**src/rtl/adc_frame_pkg.sv**
```systemverilog
package adc_frame_pkg;

  typedef enum logic [2:0] {
    ST_PWR,
    ST_GAP,
    ST_IDLE,
    ST_LEAD,
    ST_SHIFT,
    ST_HOLD
  } fr_state_e;

  function automatic int ceil_div(input int num, input int den);
    return (num + den - 1) / den;
  endfunction

  // hold time in picoseconds -> clocks, rounded up, never below one clock
  function automatic int hold_clks(input int hold_ps, input int period_ps);
    int c;
    c = ceil_div(hold_ps, period_ps);
    return (c < 1) ? 1 : c;
  endfunction

  function automatic int max_i(input int a, input int b);
    return (a > b) ? a : b;
  endfunction

endpackage

```
**src/rtl/adc_frame_seq.sv**
```systemverilog
module adc_frame_seq
  import adc_frame_pkg::*;
#(
  parameter int HALF_CLKS   = 2,
  parameter int LEAD_CLKS   = 1,
  parameter int GAP_CLKS    = 3,
  parameter int HOLD_R      = 1,
  parameter int HOLD_N      = 2,
  parameter int NORM_EDGES  = 14,
  parameter int RECOV_EDGES = 15
) (
  input  logic clk,
  input  logic rst_n,
  input  logic start_i,
  output logic busy_o,
  output logic done_o,
  output logic cs_n_o,
  output logic sclk_o,
  output logic recov_done_o,
  output logic frame_go_o,
  output logic shift_en_o,
  output logic load_o
);

  localparam int CNT_MAX = max_i(max_i(HALF_CLKS, LEAD_CLKS), max_i(max_i(GAP_CLKS, HOLD_R), HOLD_N));
  localparam int CW = $clog2(CNT_MAX + 1) + 1;
  localparam int EW = $clog2(RECOV_EDGES + 1);
  localparam logic [CW-1:0] HALF_LAST  = CW'(HALF_CLKS - 1);
  localparam logic [CW-1:0] LEAD_LAST  = CW'(LEAD_CLKS - 1);
  localparam logic [CW-1:0] GAP_LAST   = CW'(GAP_CLKS - 1);
  localparam logic [CW-1:0] HOLDR_LAST = CW'(HOLD_R - 1);
  localparam logic [CW-1:0] HOLDN_LAST = CW'(HOLD_N - 1);
  localparam logic [EW-1:0] RECOV_E    = EW'(RECOV_EDGES);
  localparam logic [EW-1:0] NORM_E     = EW'(NORM_EDGES);

  fr_state_e     st_q;
  logic [CW-1:0] cnt_q;
  logic [EW-1:0] falls_q;
  logic          sclk_q, first_q, recov_q, done_q;

  // named internal events
  logic          tick, rise_ev, fall_ev, last_fall, hold_end, accept;
  logic [EW-1:0] target;
  logic [CW-1:0] hold_last;

  assign tick      = (st_q == ST_SHIFT) && (cnt_q == HALF_LAST);
  assign rise_ev   = tick && !sclk_q;
  assign fall_ev   = tick && sclk_q;
  assign target    = first_q ? RECOV_E : NORM_E;
  assign last_fall = fall_ev && ((falls_q + 1'b1) == target);
  assign hold_last = first_q ? HOLDR_LAST : HOLDN_LAST;
  assign hold_end  = (st_q == ST_HOLD) && (cnt_q == hold_last);
  assign accept    = (st_q == ST_IDLE) && start_i;

  always_ff @(posedge clk or negedge rst_n) begin
    if (!rst_n) begin
      st_q    <= ST_PWR;
      cnt_q   <= '0;
      falls_q <= '0;
      sclk_q  <= 1'b0;
      first_q <= 1'b0;
      recov_q <= 1'b0;
      done_q  <= 1'b0;
    end else begin
      done_q <= hold_end;
      if (hold_end) recov_q <= 1'b1;
      unique case (st_q)
        ST_PWR: begin
          st_q  <= ST_GAP;
          cnt_q <= '0;
        end
        ST_GAP: begin
          if (cnt_q == GAP_LAST) begin
            st_q  <= ST_IDLE;
            cnt_q <= '0;
          end else cnt_q <= cnt_q + 1'b1;
        end
        ST_IDLE: begin
          if (accept) begin
            st_q    <= ST_LEAD;
            cnt_q   <= '0;
            first_q <= !recov_q;
          end
        end
        ST_LEAD: begin
          if (cnt_q == LEAD_LAST) begin
            st_q    <= ST_SHIFT;
            cnt_q   <= '0;
            falls_q <= '0;
            sclk_q  <= 1'b0;
          end else cnt_q <= cnt_q + 1'b1;
        end
        ST_SHIFT: begin
          if (tick) begin
            cnt_q  <= '0;
            sclk_q <= !sclk_q;
            if (fall_ev) falls_q <= falls_q + 1'b1;
            if (last_fall) st_q <= ST_HOLD;
          end else cnt_q <= cnt_q + 1'b1;
        end
        ST_HOLD: begin
          if (hold_end) begin
            st_q  <= ST_GAP;
            cnt_q <= '0;
          end else cnt_q <= cnt_q + 1'b1;
        end
        default: st_q <= ST_PWR;
      endcase
    end
  end

  assign cs_n_o       = (st_q == ST_GAP) || (st_q == ST_IDLE);
  assign sclk_o       = sclk_q;
  assign busy_o       = (st_q != ST_IDLE);
  assign done_o       = done_q;
  assign recov_done_o = recov_q;
  assign frame_go_o   = accept;
  assign shift_en_o   = rise_ev && (falls_q < NORM_E);
  assign load_o       = hold_end;

  // ---------------- checker state, counted from the pins ----------------
  logic          sclk_d;
  logic [EW-1:0] chk_falls;
  logic [CW:0]   chk_gap;
  logic [CW:0]   chk_hold;

  always_ff @(posedge clk or negedge rst_n) begin
    if (!rst_n) begin
      sclk_d    <= 1'b0;
      chk_falls <= '0;
      chk_gap   <= '0;
      chk_hold  <= '0;
    end else begin
      sclk_d <= sclk_o;
      if (cs_n_o) chk_falls <= '0;
      else if (sclk_d && !sclk_o) chk_falls <= chk_falls + 1'b1;
      if (!cs_n_o) chk_gap <= '0;
      else if (chk_gap != '1) chk_gap <= chk_gap + 1'b1;
      if (sclk_o || cs_n_o) chk_hold <= '0;
      else if (chk_hold != '1) chk_hold <= chk_hold + 1'b1;
    end
  end

  AST_SCLK_IDLE_LOW: assert property (@(posedge clk) disable iff (!rst_n) cs_n_o |-> !sclk_o);
  AST_RECOV_EDGES: assert property (@(posedge clk) disable iff (!rst_n) ($rose(cs_n_o) && done_o && first_q) |-> (chk_falls == RECOV_E));
  AST_NORM_EDGES: assert property (@(posedge clk) disable iff (!rst_n) ($rose(cs_n_o) && done_o && !first_q) |-> (chk_falls == NORM_E));
  AST_RECOV_HOLD: assert property (@(posedge clk) disable iff (!rst_n) ($rose(cs_n_o) && done_o && first_q) |-> (chk_hold >= (CW+1)'(HOLD_R)));
  AST_NORM_HOLD: assert property (@(posedge clk) disable iff (!rst_n) ($rose(cs_n_o) && done_o && !first_q) |-> (chk_hold >= (CW+1)'(HOLD_N)));
  AST_GAP_MIN: assert property (@(posedge clk) disable iff (!rst_n) $fell(cs_n_o) |-> (chk_gap >= (CW+1)'(GAP_CLKS)));
  AST_RECOV_STICKY: assert property (@(posedge clk) disable iff (!rst_n) recov_done_o |=> recov_done_o);
  AST_BUSY_START_IGNORED: assert property (@(posedge clk) disable iff (!rst_n) (busy_o && start_i) |=> !$fell(cs_n_o));

endmodule

```
**src/rtl/adc_rx_shift.sv**
```systemverilog
module adc_rx_shift #(
  parameter int NORM_EDGES = 14,
  parameter int SAMPLE_W   = 12
) (
  input  logic                clk,
  input  logic                rst_n,
  input  logic                clr_i,
  input  logic                shift_en_i,
  input  logic                sdo_i,
  input  logic                load_i,
  output logic [SAMPLE_W-1:0] sample_o,
  output logic                vld_o
);

  localparam int SH_W = NORM_EDGES;

  logic [SH_W-1:0]     sh_q;
  logic [SAMPLE_W-1:0] sample_q;
  logic                vld_q;

  always_ff @(posedge clk or negedge rst_n) begin
    if (!rst_n) begin
      sh_q     <= '0;
      sample_q <= '0;
      vld_q    <= 1'b0;
    end else begin
      if (clr_i) sh_q <= '0;
      else if (shift_en_i) sh_q <= {sh_q[SH_W-2:0], sdo_i};
      vld_q <= load_i;
      if (load_i) sample_q <= sh_q[SAMPLE_W-1:0];
    end
  end

  assign sample_o = sample_q;
  assign vld_o    = vld_q;

  AST_VLD_PULSE: assert property (@(posedge clk) disable iff (!rst_n) vld_o |=> !vld_o);
  AST_SAMPLE_HELD: assert property (@(posedge clk) disable iff (!rst_n) !vld_o |-> $stable(sample_o));

endmodule

```
**src/rtl/adc_frame_ctrl.sv**
```systemverilog
module adc_frame_ctrl
  import adc_frame_pkg::*;
#(
  parameter int SYS_CLK_PS    = 5000,
  parameter int RECOV_HOLD_PS = 3500,
  parameter int NORM_HOLD_PS  = 10000,
  parameter int HALF_CLKS     = 2,
  parameter int LEAD_CLKS     = 1,
  parameter int GAP_CLKS      = 3,
  parameter int CH_W          = 3,
  parameter int SAMPLE_W      = 12,
  parameter int NORM_EDGES    = 14,
  parameter int RECOV_EDGES   = 15
) (
  input  logic                clk,
  input  logic                rst_n,
  input  logic                start_i,
  input  logic [CH_W-1:0]     chan_i,
  output logic                busy_o,
  output logic                done_o,
  output logic                recov_done_o,
  output logic [SAMPLE_W-1:0] sample_o,
  output logic                sample_vld_o,
  output logic [CH_W-1:0]     chan_sel_o,
  output logic                adc_cs_n_o,
  output logic                adc_sclk_o,
  output logic                adc_pd_en_o,
  input  logic                adc_sdo_i
);

  localparam int HOLD_R = hold_clks(RECOV_HOLD_PS, SYS_CLK_PS);
  localparam int HOLD_N = hold_clks(NORM_HOLD_PS, SYS_CLK_PS);

  logic frame_go, shift_en, load;
  logic [CH_W-1:0] chan_q;

  adc_frame_seq #(
    .HALF_CLKS  (HALF_CLKS),
    .LEAD_CLKS  (LEAD_CLKS),
    .GAP_CLKS   (GAP_CLKS),
    .HOLD_R     (HOLD_R),
    .HOLD_N     (HOLD_N),
    .NORM_EDGES (NORM_EDGES),
    .RECOV_EDGES(RECOV_EDGES)
  ) u_seq (
    .clk         (clk),
    .rst_n       (rst_n),
    .start_i     (start_i),
    .busy_o      (busy_o),
    .done_o      (done_o),
    .cs_n_o      (adc_cs_n_o),
    .sclk_o      (adc_sclk_o),
    .recov_done_o(recov_done_o),
    .frame_go_o  (frame_go),
    .shift_en_o  (shift_en),
    .load_o      (load)
  );

  adc_rx_shift #(
    .NORM_EDGES(NORM_EDGES),
    .SAMPLE_W  (SAMPLE_W)
  ) u_rx (
    .clk       (clk),
    .rst_n     (rst_n),
    .clr_i     (frame_go),
    .shift_en_i(shift_en),
    .sdo_i     (adc_sdo_i),
    .load_i    (load),
    .sample_o  (sample_o),
    .vld_o     (sample_vld_o)
  );

  // channel may only move once the recovery frame is out
  always_ff @(posedge clk or negedge rst_n) begin
    if (!rst_n) chan_q <= '0;
    else if (frame_go && recov_done_o) chan_q <= chan_i;
  end

  assign chan_sel_o  = chan_q;
  assign adc_pd_en_o = 1'b0;

  AST_CHAN_STABLE: assert property (@(posedge clk) disable iff (!rst_n) (!adc_cs_n_o && $past(!adc_cs_n_o)) |-> $stable(chan_sel_o));
  AST_CHAN_ZERO_EARLY: assert property (@(posedge clk) disable iff (!rst_n) !recov_done_o |-> (chan_sel_o == '0));
  AST_VLD_WITH_DONE: assert property (@(posedge clk) disable iff (!rst_n) sample_vld_o |-> done_o);

endmodule

```
**config.mk**
```make
export PLATFORM = sky130hd
export DESIGN_NAME = adc_frame_ctrl
export DESIGN_NICKNAME = d
export VERILOG_FILES = /design/src/rtl/adc_frame_pkg.sv /design/src/rtl/adc_frame_seq.sv /design/src/rtl/adc_rx_shift.sv /design/src/rtl/adc_frame_ctrl.sv
export SDC_FILE = /design/constraint.sdc
export NUM_CORES = 1
export LEC_CHECK = 0
export BUFFER_PORTS_ARGS = -buffer_cell sky130_fd_sc_hd__buf_2
export CORE_MARGIN = 2
export CORE_UTILIZATION = 40
export CTS_CLUSTER_DIAMETER = 150
export DETAILED_ROUTE_END_ITERATION = 8
export GPL_TIMING_DRIVEN = 0
export PLACE_DENSITY = 0.6
export SYNTH_ARGS = -nofsm -noshare
export SYNTH_HDL_FRONTEND = slang
export SYNTH_SLANG_ARGS = --single-unit
export TNS_END_PERCENT = 5
```
**constraint.sdc**
```tcl
create_clock -name clk -period 2 [get_ports clk]
set_input_delay 0.4 -clock clk [delete_from_list [all_inputs] [get_ports clk]]
set_output_delay 0.4 -clock clk [all_outputs]
set_load 0.05 [all_outputs]
```
==> metrics.txt <==
Final Worst Setup Slack=0.08999 ns; reg-to-reg endpoint=u_seq.falls_q[3]; unrepaired setup endpoints after global routing=yes; CP Buf/Inv Count=2; H-tree depth=2; YS warnings=0; layout cell share with drive strength beyond 1=0.3077; top-area cell type share of the netlist area=0.5193; Clock Latency Late Sink=0.28 ns; post-DR vias/cell=5.000; Rows=25; final core utilization=0.4853; Slew @ Worst Pin=0.9085 ns; Ports=29; total CTS buffers=5; worst slack, placed=0.07991 ns; final hold violation count=0; fin nets=220; post-route cell area=0.002307 mm2; register area share after synthesis=0.5193; Tmin final=1.910 ns; first-pass GRT wire length=6037 um; Worst Setup SP=u_seq.st_q[0]; Highest Clock Rate=523.6 MHz; 1st-iter DRT viols=81; Hold Crit Class=in2async; # DRC=0; die area=0.005518 mm2; syn_nets=186; vias after detailed routing=1375; synthesized netlist cell count=174; 1st-pass router iterations=4; post-DP HPWL=2488 um; Crit Path Max Fanout=10; critical path endpoint=busy_o; Final period util=0.9550; slowest cell delay on critical path=0.41 ns; top-count cell post-synth=dfrtp_1; status=finished, final reports clean; flop-to-flop setup slack=0.15 ns; Starting Density=0.4155; worst rel slew slack=0.3943; Top Family by Delay on Critical Path=buffers and inverters; arrival time worst endpoint=1.51 ns; GRT Residual Overflow=0; Max IR drop VDD=747.1 uV; DRT Wirelength=3599 um; Synth cell types=40; worst reg2reg path startpoint=u_seq.cnt_q[1]; Clock Sinks=41; number of synthesized register bits=41; Final ANT Viol Nets=0; leakage=1.225 nW; Final TNS setup=0 ns; critical path depth=3; vias in the first global route=1247; wire per inst=13.09 um; placed inst area=0.002197 mm2; Core Footprint=0.004755 mm2; crit end category=output pin; final hold slack=0.2413 ns; ys flop type=dfrtp_1; clk_skew=0.001116 ns; Die W=74.28 um; # setup viols final=0; crit path cell chain=clkbuf_1, nand3b_1, buf_2; worst reg-to-reg path cell count=7; commonest cells in the netlist=dfrtp_1, nor2_1, mux2_2; Post-CTS Resized=0; Syn Std Cell Area=0.001976 mm2; CTS root buf=clkbuf_8; PwrDens=1498 mW/mm2; largest net degree at the start of global routing=42; area grow syn2layout=16.78%; CTS max path bufs=2; CP startpoint kind=flop; GP Congestion=0.7765; Setup Crit Path Kind=reg2out; MaxCap Viol Count=0; Non-Filler Instances=275; leading area contributor after synthesis=dfrtp_1; Slew Viols, Final=0; number of antenna violations at the first check in global routing=0; Post-CTS Hold Buffers=0; Die Ht=74.28 um; EDFF count, synth=0; antenna diode count=0; Tot GR Track Use=0.1470; clk slew on worst S/H paths=0.08 ns; CTS tree=yes; placed insts=268; post-CTS setup buffer count=0; Synth area leaders=dfrtp_1, mux2_2, mux2i_1, nor2_1, ha_1; slowest cell on the critical path=dfrtp_1; syn avg cell area=11.35 um2; PortBufs=27; power consumption=3.456 mW; required time of the critical path=1.60 ns; share of flip-flops with an asynchronous set or reset=1.000
-- worst register-to-register path: cells and delay by family, from the launching register on --
kind	cells	cell delay, ns
and+or+nand+nor	3	0.71
DFF	1	0.44
AOI/OAI and AO/OA	2	0.34
adders and majority gates	1	0.19
buffers and inverters	1	0.11
-- state kept, by name, summed over array words and instances (netlist names) --
register	flops
u_rx.sh_q	12
u_seq.st_q	3
u_seq.falls_q	4
u_seq.first_q	1
u_seq.recov_done_o	1
chan_sel_o	3
u_seq.cnt_q	3
u_rx.vld_o	1
u_rx.sample_o	12
u_seq.sclk_o	1
-- power by group --
| group | internal [mW] | switching [mW] | total [mW] |
|---|---|---|---|
| clock | 0.273 | 0.280 | 0.553 |
| combinational | 0.541 | 1.06 | 1.60 |
| sequential | 1.09 | 0.208 | 1.30 |
-- routing by layer --
layer	global-route usage	up-vias	wire length, um
met5	0	-	0
met4	0.05357	0	22
met3	0.04336	2	155
met2	0.2034	28	1625
met1	0.2181	674	1797
li1	-	671	-
-- layout make-up --
cell class                 count  area (um2)
buffer                        10       60.06
clock buffer                   6       82.58
clock inverter                 1       7.507
fill                         456        2447
inverter                       6       22.52
multi-input combinational    117       887.1
sequential                    41        1026
tap                           67       83.83
timing repair buffer          27       137.6
-- kinds of logic (layout without fill, tap and decap cells) --
kind of cell	Yosys count	in the layout	synth area share
adder cells (fa/ha/maj)	5	5	0.03167
other	1	1	0.001898
AND/OR/NAND/NOR	55	55	0.1564
AO/OA/AOI/OAI	23	23	0.07283
multiplexers	30	30	0.1628
flip-flops	41	41	0.5193
buffers and inverters	16	50	0.04179
XOR/XNOR	3	3	0.01330
-- worst min-delay path by stage --
stage                     start               end  slack [ns]  cells past startpoint
6_report                  rst_n  u_seq.falls_q[2]        0.24                      1
3_5_place_dp   u_rx.sample_o[6]  u_rx.sample_o[6]        0.48                      1
3_3_place_gp   u_rx.sample_o[6]  u_rx.sample_o[6]        0.47                      1
5_1_grt                   rst_n  u_seq.falls_q[2]        0.32                      1
2_1_floorplan             rst_n     chan_sel_o[0]        0.10                      0
4_1_cts                   rst_n    u_seq.cnt_q[2]        0.28                      1
-- placed cells by master (no fill, tap or decap), types with 4 or more instances in the layout --
cell type	netlist	layout
inv_1	6	6
ha_1	5	5
nand3b_1	4	4
clkbuf_8	0	6
mux2i_1	13	13
nand2_1	9	9
mux2_2	15	15
o21ai_0	9	9
dfrtp_1	41	41
nor2_1	17	16
nand3_1	5	5
buf_2	3	29
No activity file was read; power rests on OpenSTA's default activity.
